--- config.mk ---
export PLATFORM = sky130hd
export DESIGN_NAME = part_mode_ctrl
export DESIGN_NICKNAME = d
export VERILOG_FILES = /design/src/rtl/pmc_pkg.sv /design/src/rtl/pmc_key_unlock.sv /design/src/rtl/pmc_partition.sv /design/src/rtl/part_mode_ctrl.sv
export SDC_FILE = /design/constraint.sdc
export NUM_CORES = 1
export LEC_CHECK = 0
export BUFFER_PORTS_ARGS = -buffer_cell sky130_fd_sc_hd__buf_4
export CAP_MARGIN = 0
export CORE_MARGIN = 2
export CORE_UTILIZATION = 65
export CTS_BUF_LIST = sky130_fd_sc_hd__clkbuf_8 sky130_fd_sc_hd__clkbuf_16
export CTS_CLUSTER_SIZE = 40
export DETAILED_ROUTE_END_ITERATION = 8
export PLACE_DENSITY = 0.85
export SLEW_MARGIN = 25
export SYNTH_ARGS = -nofsm -noshare
export SYNTH_HDL_FRONTEND = slang
export SYNTH_SLANG_ARGS = --single-unit
--- constraint.sdc ---
create_clock -name clk -period 2.66 [get_ports clk]
set_input_delay 0.133 -clock clk [delete_from_list [all_inputs] [get_ports clk]]
set_output_delay 0.133 -clock clk [all_outputs]
set_load 0.02 [all_outputs]
--- src/rtl/pmc_pkg.sv ---
// Shared constants of the partition mode controller: key values,
// register offsets inside a partition group and field bit positions.
package pmc_pkg;
    localparam logic [31:0] KEY_FIRST  = 32'h0000_5AF0;
    localparam logic [31:0] KEY_SECOND = 32'h0000_A50F;

    localparam logic [7:0] OFS_CFG   = 8'h00;
    localparam logic [7:0] OFS_UPD   = 8'h04;
    localparam logic [7:0] OFS_STAT  = 8'h08;
    localparam logic [7:0] OFS_BSTAT = 8'h10;
    localparam logic [7:0] OFS_BEN   = 8'h30;

    localparam int BIT_CLK  = 0;
    localparam int BIT_SAFE = 2;
endpackage

--- src/rtl/pmc_key_unlock.sv ---
// Key sequence detector.
// Raises commit for one cycle, one edge after the key register accepts
// KEY_SECOND, provided the previous key register write was KEY_FIRST.
// Assumes key_sel already decodes the key register address.
module pmc_key_unlock (
    input  logic        clk,
    input  logic        rst_n,
    input  logic        we,
    input  logic        key_sel,
    input  logic [31:0] wdata,
    output logic        commit
);
    import pmc_pkg::*;

    logic armed;

    // Track the first key and issue the commit pulse on the second.
    always_ff @(posedge clk) begin
        if (!rst_n) begin
            armed  <= 1'b0;
            commit <= 1'b0;
        end else begin
            commit <= 1'b0;
            if (we && key_sel) begin
                if (armed && wdata == KEY_SECOND) begin
                    commit <= 1'b1;
                    armed  <= 1'b0;
                end else begin
                    armed <= (wdata == KEY_FIRST);
                end
            end
        end
    end
endmodule

--- src/rtl/pmc_partition.sv ---
// One partition register group with its settling model.
// On commit, if any update flag is set and no update is in flight, the
// group snapshots its configuration. It then applies the flagged fields
// to status SETTLE_CYC+1 edges after the key write and clears those flags.
// Assumes sel decodes this group and ofs is the byte offset in it.
module pmc_partition #(
    parameter int IDX        = 0,
    parameter int NUM_BLK    = 16,
    parameter int SETTLE_CYC = 8,
    parameter int IN_W       = (NUM_BLK > 3) ? NUM_BLK : 3
) (
    input  logic               clk,
    input  logic               rst_n,
    input  logic               sel,
    input  logic [7:0]         ofs,
    input  logic               we,
    input  logic [IN_W-1:0]    wdata,
    input  logic               commit,
    output logic [31:0]        rdata,
    output logic               stat_clk,
    output logic               stat_safe,
    output logic               busy,
    output logic [1:0]         upd_pend,
    output logic [NUM_BLK-1:0] blk_stat
);
    import pmc_pkg::*;

    localparam int   CNT_W    = (SETTLE_CYC > 1) ? $clog2(SETTLE_CYC + 1) : 1;
    localparam logic RST_CLK  = (IDX == 0);
    localparam logic RST_SAFE = (IDX != 0);

    logic               cfg_clk, cfg_safe;
    logic               upd_clk, upd_safe;
    logic [NUM_BLK-1:0] blk_en;
    logic               tgt_clk, tgt_safe, take_clk, take_safe;
    logic [NUM_BLK-1:0] tgt_blk;
    logic [CNT_W-1:0]   cnt;
    logic               apply;
    logic               wr_hit;

    assign wr_hit   = sel && we;
    assign apply    = busy && (cnt == '0);
    assign upd_pend = {upd_safe, upd_clk};

    // Configuration and block enable registers written from the bus.
    always_ff @(posedge clk) begin
        if (!rst_n) begin
            cfg_clk  <= RST_CLK;
            cfg_safe <= RST_SAFE;
            blk_en   <= '0;
        end else if (wr_hit) begin
            if (ofs == OFS_CFG) begin
                cfg_clk  <= wdata[BIT_CLK];
                cfg_safe <= wdata[BIT_SAFE];
            end
            if (ofs == OFS_BEN) blk_en <= wdata[NUM_BLK-1:0];
        end
    end

    // Update flags: cleared when applied, a bus write takes priority.
    always_ff @(posedge clk) begin
        if (!rst_n) begin
            upd_clk  <= 1'b0;
            upd_safe <= 1'b0;
        end else begin
            if (apply && take_clk)  upd_clk  <= 1'b0;
            if (apply && take_safe) upd_safe <= 1'b0;
            if (wr_hit && ofs == OFS_UPD) begin
                upd_clk  <= wdata[BIT_CLK];
                upd_safe <= wdata[BIT_SAFE];
            end
        end
    end

    // Commit capture and settling countdown.
    always_ff @(posedge clk) begin
        if (!rst_n) begin
            busy      <= 1'b0;
            cnt       <= '0;
            tgt_clk   <= 1'b0;
            tgt_safe  <= 1'b0;
            tgt_blk   <= '0;
            take_clk  <= 1'b0;
            take_safe <= 1'b0;
        end else if (!busy) begin
            if (commit && (upd_clk || upd_safe)) begin
                busy      <= 1'b1;
                cnt       <= CNT_W'(SETTLE_CYC - 1);
                tgt_clk   <= cfg_clk;
                tgt_safe  <= cfg_safe;
                tgt_blk   <= cfg_clk ? blk_en : '0;
                take_clk  <= upd_clk;
                take_safe <= upd_safe;
            end
        end else if (cnt == '0) begin
            busy <= 1'b0;
        end else begin
            cnt <= cnt - 1'b1;
        end
    end

    // Status fields follow the snapshot for the flagged fields only.
    always_ff @(posedge clk) begin
        if (!rst_n) begin
            stat_clk  <= RST_CLK;
            stat_safe <= RST_SAFE;
            blk_stat  <= '0;
        end else if (apply) begin
            if (take_clk) begin
                stat_clk <= tgt_clk;
                blk_stat <= tgt_blk;
            end
            if (take_safe) stat_safe <= tgt_safe;
        end
    end

    // Read mux of this group, zero when not selected.
    always_comb begin
        rdata = '0;
        if (sel) begin
            unique case (ofs)
                OFS_CFG: begin
                    rdata[BIT_CLK]  = cfg_clk;
                    rdata[BIT_SAFE] = cfg_safe;
                end
                OFS_UPD: begin
                    rdata[BIT_CLK]  = upd_clk;
                    rdata[BIT_SAFE] = upd_safe;
                end
                OFS_STAT: begin
                    rdata[BIT_CLK]  = stat_clk;
                    rdata[BIT_SAFE] = stat_safe;
                end
                OFS_BSTAT: rdata[NUM_BLK-1:0] = blk_stat;
                OFS_BEN:   rdata[NUM_BLK-1:0] = blk_en;
                default:   rdata = '0;
            endcase
        end
    end
endmodule

--- src/rtl/part_mode_ctrl.sv ---
// Partition mode entry controller top.
// Decodes the register bus into the key register at address 0 and one
// group per partition at 0x100 + p*0x200, and ORs the group read data.
// Assumes one access per cycle and NUM_BLK of 3 to 32.
module part_mode_ctrl #(
    parameter int NUM_PART   = 4,
    parameter int NUM_BLK    = 16,
    parameter int SETTLE_CYC = 8,
    parameter int ADDR_W     = 12
) (
    input  logic              clk,
    input  logic              rst_n,
    input  logic [ADDR_W-1:0] reg_addr,
    input  logic [31:0]       reg_wdata,
    input  logic              reg_we,
    output logic [31:0]       reg_rdata
);
    localparam int IN_W = (NUM_BLK > 3) ? NUM_BLK : 3;

    logic                              commit;
    logic                              key_sel;
    logic [NUM_PART-1:0]               part_sel;
    logic [NUM_PART-1:0][31:0]         part_rdata;
    logic [NUM_PART-1:0]               part_stat_clk;
    logic [NUM_PART-1:0]               part_stat_safe;
    logic [NUM_PART-1:0]               part_busy;
    logic [NUM_PART-1:0][1:0]          part_upd;
    logic [NUM_PART-1:0][NUM_BLK-1:0]  part_blk;

    assign key_sel = (reg_addr == '0);

    pmc_key_unlock u_key (
        .clk    (clk),
        .rst_n  (rst_n),
        .we     (reg_we),
        .key_sel(key_sel),
        .wdata  (reg_wdata),
        .commit (commit)
    );

    for (genvar i = 0; i < NUM_PART; i++) begin : g_part
        assign part_sel[i] = reg_addr[8] &&
                             (reg_addr[ADDR_W-1:9] == (ADDR_W-9)'(i));

        pmc_partition #(
            .IDX       (i),
            .NUM_BLK   (NUM_BLK),
            .SETTLE_CYC(SETTLE_CYC),
            .IN_W      (IN_W)
        ) u_part (
            .clk      (clk),
            .rst_n    (rst_n),
            .sel      (part_sel[i]),
            .ofs      (reg_addr[7:0]),
            .we       (reg_we),
            .wdata    (reg_wdata[IN_W-1:0]),
            .commit   (commit),
            .rdata    (part_rdata[i]),
            .stat_clk (part_stat_clk[i]),
            .stat_safe(part_stat_safe[i]),
            .busy     (part_busy[i]),
            .upd_pend (part_upd[i]),
            .blk_stat (part_blk[i])
        );
    end

    // Combine group read data; at most one group is selected.
    always_comb begin
        reg_rdata = '0;
        for (int i = 0; i < NUM_PART; i++) reg_rdata |= part_rdata[i];
    end
endmodule

After elaboration in Yosys (flattened, before gate mapping)
Cells that the tools add are included.
{"block": "classes", "addsub": 4, "eq_ne": 13, "mux": 66, "bitwise_logic": 7, "n_reduce_logical": 78}
{"operator": "$mux W16", "count": 8}
{"operator": "$pmux W13 S2", "count": 4}
{"operator": "$or A32 B32 Y32", "count": 3}
{"operator": "$reduce_and A2 Y1", "count": 25}
{"operator": "$mux W4", "count": 12}
{"operator": "$pmux W1 S5", "count": 8}
{"operator": "$eq A32 B15 Y1 const B", "count": 1}
{"operator": "$eq A32 B16 Y1 const B", "count": 1}
{"operator": "$logic_and A1 B1 Y1", "count": 30}
{"operator": "$mux W1", "count": 30}
{"operator": "$reduce_bool A2 Y1", "count": 12}
{"operator": "$logic_not A4 Y1", "count": 4}
{"operator": "$sub A4 B1 Y4 const B", "count": 4}
{"operator": "$logic_not A12 Y1", "count": 1}
{"operator": "$eq A8 B3 Y1 const B", "count": 1}
{"operator": "$eq A8 B4 Y1 const B", "count": 1}
{"operator": "$eq A8 B5 Y1 const B", "count": 1}
{"operator": "$eq A8 B6 Y1 const B", "count": 1}
{"operator": "$logic_not A8 Y1", "count": 1}
{"operator": "$ne A2 B2 Y1 const B", "count": 4}
{"operator": "$pmux W1 S2", "count": 4}
{"operator": "$eq A3 B2 Y1 const B", "count": 2}
{"operator": "$logic_or A1 B1 Y1", "count": 4}
{"operator": "$not A1 Y1", "count": 4}
{"operator": "other kinds (2)", "count": 2}
{"block": "totals", "regBits": 254, "word_cells": 230}

Logic depth before layout (Yosys ltp)
{"block": "depth", "depth_word": 6, "mapped_depth": 9, "ltp_nobuf": 7}

By module
Synthesis repeated with hierarchy kept, for this count alone.
{"block": "unflattened", "hier_cells": 1601, "area_unflattened_um2": 13183.9}
{"mod": "pmc_partition (g_part[1].u_part ...)", "n_inst": 3, "cells_each": 383, "area_per_inst_um2": 3173.0, "seq_area_each_um2": 1261.2}
{"mod": "pmc_partition (g_part[0].u_part)", "n_inst": 1, "cells_each": 384, "area_per_inst_um2": 3174.3, "seq_area_each_um2": 1261.2}
{"mod": "part_mode_ctrl", "n_inst": 1, "cells_each": 43, "area_per_inst_um2": 299.0, "seq_area_each_um2": 0.0}
{"mod": "pmc_key_unlock", "n_inst": 1, "cells_each": 25, "area_per_inst_um2": 191.4, "seq_area_each_um2": 40.0}

Least setup slack after synthesis
Ideal clock, no wire load.
{"block": "synth_timing", "path_type": "input -> output", "from": "input port reg_addr[1]", "to": "output port reg_rdata[10]", "arrival_time_ps": 1555, "required_ps": 2527, "slack_ps": 972, "stages": 6, "path_buffers": 2, "cell_sequence": "nor4_4 and2_0 buf_2 nand2_1 clkbuf_1 o221ai_1"}
{"block": "synth_between", "elab_chain_cells": 6, "word_cells_on_any_way": 13, "cone_classes": "2 x eq/ne; 8 x mux; 3 x bitwise"}
{"element": "start: declaration", "line_no": "part_mode_ctrl.sv:13", "text": "input logic [ADDR_W-1:0] reg_addr,"}
{"element": "$eq A8 B6 Y1 / $eq A8 B5 Y1 (equally long branches)", "line_no": "pmc_partition.sv:121", "text": "unique case (ofs)"}
{"element": "$pmux W13 S2", "line_no": "pmc_partition.sv:121"}
{"element": "$mux W16", "line_no": "pmc_partition.sv:120", "text": "if (sel) begin"}
{"element": "$or A32 B32 Y32 (2 in a row)", "line_no": "part_mode_ctrl.sv:70", "text": "for (int i = 0; i < NUM_PART; i++) reg_rdata |= part_rdata[i];"}
{"element": "$or A32 B32 Y32 (*)", "line_no": "part_mode_ctrl.sv:70"}
{"element": "end: declaration", "line_no": "part_mode_ctrl.sv:16", "text": "output logic [31:0] reg_rdata"}
Mark *: on every way between the ends. The rest lies on a longest branch, timed or not.

Worst setup path after layout
{"block": "layout_timing", "from": "register g_part[0].u_part.cfg_clk", "to": "output port reg_rdata[0]"}
{"block": "layout_between", "elab_chain_cells": 5}
{"element": "start: declaration", "line_no": "pmc_partition.sv:32", "text": "logic cfg_clk, cfg_safe;"}
{"element": "start signal: assignment", "line_no": "pmc_partition.sv:53", "text": "cfg_clk <= wdata[BIT_CLK];"}
{"element": "$pmux W1 S5", "line_no": "pmc_partition.sv:121"}
{"element": "$mux W16", "line_no": "pmc_partition.sv:120"}
{"element": "$or A32 B32 Y32 (3 in a row)", "line_no": "part_mode_ctrl.sv:70"}
No other way between the ends.

==> PnR_summary.wiki <==
{| class="wikitable"
! Metric !! Value
|-
| Ant diodes || 0
|-
| Placement Rows || 47
|-
| Met3 wire length || 2300 um
|-
| Outcome || finished, final reports clean
|-
| Initial antenna violation count || 0
|-
| Number of nets in the layout || 1366
|-
| Routed Wire Length || 29500 um
|-
| Root Buffer Master || sky130_fd_sc_hd__clkbuf_16
|-
| Wire length per cell || 19.0 um
|-
| Seq/Total Area, Yosys || 46.0%
|-
| CTS-repair resized insts || 0
|-
| Total power || 7.66 mW
|-
| FMAX || 437 MHz
|-
| Cell count after placement || 1484
|-
| Maximum vdd drop || 522 uV
|-
| Post-route minimum period || 2.29 ns
|-
| Fraction of final layout cells sized beyond drive strength 1 || 10.5%
|-
| Worst slew pin tran || 0.825 ns
|-
| Via Count || 9531
|-
| Hold Violations, Final || 0
|-
| Max Cap Viol || 0
|-
| Total Negative Setup Slacks || 0 ns
|-
| Top Ports || 79
|-
| Combined global-route utilization of all metal layers || 32.5%
|-
| Met2 wire len || 13800 um
|-
| Hpwl dp || 18500 um
|-
| Effective utilization at floorplan || 66.6%
|-
| Highest routed layer || met4
|-
| RSZ-0062 raised after global routing || false
|-
| Critical path origin || g_part[0].u_part.cfg_clk
|-
| Count of cell types in the netlist || 51
|-
| Iter 0 DRT Violations || 865
|-
| Synthesized cell area || 11000 um^2
|-
| Clock transition time at the flip-flop clock pins of the worst setup and hold paths || 0.06 ns
|-
| Max-slew violations || 0
|-
| CTS Hold Bufs || 19
|-
| Number of buffers added by the clock tree synthesis step || 26
|-
| First-pass GRT wire length || 47000 um
|-
| Die Ht || 134 um
|-
| CTS tree || yes
|-
| Worst setup EP type || output pin
|-
| DIE AREA || 18000 um^2
|-
| Cell area power density || 608 nW/um^2
|-
| Max-slew headroom || 44.9%
|-
| Post-detailed-route via-to-cell ratio || 6.16
|-
| Vias in the first global route || 8941
|-
| Worst setup path class || reg -> out
|-
| Mean post-synth cell area || 8.78 um^2
|-
| Number of warning messages in the yosys log || 0
|-
| Area delta synth->final || 14.0%
|-
| Sum of routed wire segments on met1 || 12300 um
|-
| DRC violation count after routing || 0
|-
| Maximum clock insertion buffer count || 3
|-
| Required time reported for the critical path endpoint || 2.53 ns
|-
| Proportion of synthesized flip-flops having asynchronous set or reset || 0%
|-
| Pin count of the biggest net entering global routing || 62
|-
| Final RePlAce weighted congestion || 0.943
|-
| Clock skew || 0.0136 ns
|-
| Worst-Skew Late Latency || 0.53 ns
|-
| Number of non-filler instances in the completed layout || 1547
|-
| Post-CTS Repair Setup Buffers || 0
|-
| Number of H-tree levels || 1
|-
| Clock net sink count || 254
|-
| Nature of the critical path startpoint || flip-flop
|-
| Highest fanout seen on the critical path || 19
|-
| Total overflow reported by the global router || 0
|-
| Setup violation total in the final timing report || 0
|-
| Syn Inst Count || 1258
|-
| Core box area || 16600 um^2
|-
| Startpoint of the worst-slack reg-to-reg timing path || g_part[0].u_part.cnt[0]
|-
| Die Width || 134 um
|-
| Detailed-router iteration count before antenna repair || 5
|-
| Leading register cell type out of synthesis || sky130_fd_sc_hd__dfxtp_1
|-
| P_leak || 4.66 nW
|-
| Critical hold path startpoint || reg_addr[8]
|-
| Number of antenna-violating nets in the routed design || 0
|-
| Pre-CTS worst setup slack || 0.508 ns
|-
| Smallest setup slack after layout || 0.374 ns
|-
| Path class of the lowest-slack min-delay path || in -> reg
|-
| Register bit total from synthesis || 254
|-
| Final clock period utilization by the worst path || 86.0%
|-
| Post-synth EDFFs || 0
|-
| Port Buf Inserts || 62
|-
| Critical path arrival || 2.15 ns
|}
==> cell usage after synthesis (2+ instances only) <==
master                     instances  area (um^2)
sky130_fd_sc_hd__nor2b_1          13         81.3
sky130_fd_sc_hd__a21o_1            5         37.5
sky130_fd_sc_hd__dfxtp_1         254         5080
sky130_fd_sc_hd__inv_1            12         45.0
sky130_fd_sc_hd__a21boi_1         43          323
sky130_fd_sc_hd__o21a_1            3         22.5
sky130_fd_sc_hd__nor3_4            4         65.1
sky130_fd_sc_hd__and3_1            6         37.5
sky130_fd_sc_hd__ha_1              8          100
sky130_fd_sc_hd__clkbuf_1         45          169
sky130_fd_sc_hd__mux2i_1          62          621
sky130_fd_sc_hd__xor2_1            4         35.0
sky130_fd_sc_hd__nor4_1            8         50.1
sky130_fd_sc_hd__buf_2            29          145
sky130_fd_sc_hd__o21ai_0          19         95.1
sky130_fd_sc_hd__nor2_1           18         67.6
sky130_fd_sc_hd__nand2b_1          2         12.5
sky130_fd_sc_hd__nor3_1            3         15.0
sky130_fd_sc_hd__and4bb_1          2         25.0
sky130_fd_sc_hd__buf_1             3         11.3
sky130_fd_sc_hd__or2_2             4         25.0
sky130_fd_sc_hd__buf_4            20          150
sky130_fd_sc_hd__nand2_1         362         1360
sky130_fd_sc_hd__a22o_1           48          420
sky130_fd_sc_hd__nor4bb_1          3         30.0
sky130_fd_sc_hd__o221ai_1         13          114
sky130_fd_sc_hd__a21boi_0        132          991
sky130_fd_sc_hd__a31oi_1           2         12.5
sky130_fd_sc_hd__nand4_1           6         37.5
sky130_fd_sc_hd__mux4_2            3         67.6
sky130_fd_sc_hd__a22oi_1          12         90.1
sky130_fd_sc_hd__o211a_1           8         80.1
sky130_fd_sc_hd__and2_1           10         62.6
sky130_fd_sc_hd__nor3b_1           2         15.0
sky130_fd_sc_hd__a21oi_1           7         35.0
sky130_fd_sc_hd__o22ai_1          22          138
sky130_fd_sc_hd__nand4b_1          2         17.5
sky130_fd_sc_hd__nand3_1          46          230
==> cell type report <==
cell class	instances	area (um^2)
fillers	1167	4000
repair buffers	107	863
inverters	12	45.0
well taps	220	275
multi-input cells	910	5490
clock buffers	32	744
flip-flops and latches	254	5080
clock inverters	12	78.8
==> kinds of logic after synthesis <==
logic type	share of synthesized area, %
buf+inv	4.71
mux	6.23
simple gates	20.3
fa+ha+maj	0.906
compound gates	21.5
other cells	0.0340
flops	46.0
xor+xnor	0.317
==> where the power goes <==
| group | total (mW) | internal [mW] | switching, mW |
|---|---|---|---|
| clock | 3.51 | 2.05 | 1.46 |
| sequential | 3.80 | 3.80 | 0.000134 |
| combinational | 0.343 | 0.141 | 0.201 |
| total | 7.66 | 6.00 | 1.66 |
==> worst paths after layout <==
kind	endpoint	slack, ns	depth (start not counted)
hold / removal	u_key.commit	0.03	4
hold reg to reg	u_key.armed	0.45	2
setup reg to reg	g_part[0].u_part.blk_stat[15]	0.59	8
setup / recovery	reg_rdata[0]	0.37	4
==> stage by stage <==
stage                     hold WS [ns]  utilization (%)  area [um^2]
after floorplan                  0.272                -        11100
after global placement           0.433             69.8        11600
after detailed placement         0.442             69.8        11600
after CTS                       0.0236             75.9        12600
after global routing            0.0459             75.9        12600
final                           0.0310             75.9        12600
==> critical path: stages, from the launching register on <==
cell	delay [ns]
sky130_fd_sc_hd__dfxtp_1	0.58
sky130_fd_sc_hd__mux4_2	0.56
sky130_fd_sc_hd__a22oi_1	0.16
sky130_fd_sc_hd__nand3_1	0.14
sky130_fd_sc_hd__buf_4	0.18
==> layout by cell type, fill, tap and decap left out, types with 18 or more instances in the layout <==
master	instances
sky130_fd_sc_hd__o22ai_1	22
sky130_fd_sc_hd__a22o_1	48
sky130_fd_sc_hd__mux2i_1	62
sky130_fd_sc_hd__nor2_1	18
sky130_fd_sc_hd__a21boi_1	43
sky130_fd_sc_hd__dlygate4sd3_1	19
sky130_fd_sc_hd__clkbuf_16	27
sky130_fd_sc_hd__dfxtp_1	254
sky130_fd_sc_hd__a21boi_0	132
sky130_fd_sc_hd__nand2_1	362
sky130_fd_sc_hd__buf_4	87
sky130_fd_sc_hd__inv_1	20
sky130_fd_sc_hd__nand3_1	46
sky130_fd_sc_hd__o21ai_0	19
==> layer usage <==
| metal | vias up | global-route usage (%) |
|---|---|---|
| met1 | 4570 | 44.0 |
| met3 | 83 | 5.56 |
| met5 | - | 0 |
| li1 | 4430 | - |
| met4 | 0 | 12.7 |
| met2 | 448 | 52.1 |
==> registers in the layout (all words and copies together) (netlist names) <==
signal                   count
g_part.u_part.blk_en        64
g_part.u_part.blk_stat      64
g_part.u_part.busy           4
g_part.u_part.cfg_clk        4
g_part.u_part.cfg_safe       4
g_part.u_part.cnt           16
g_part.u_part.stat_clk       4
g_part.u_part.stat_safe      4
g_part.u_part.take_clk       4
g_part.u_part.take_safe      4
g_part.u_part.tgt_blk       64
g_part.u_part.tgt_clk        4
g_part.u_part.tgt_safe       4
g_part.u_part.upd_clk        4
g_part.u_part.upd_safe       4
u_key.armed                  1
u_key.commit                 1
No activity file was read; power rests on OpenSTA's default activity.
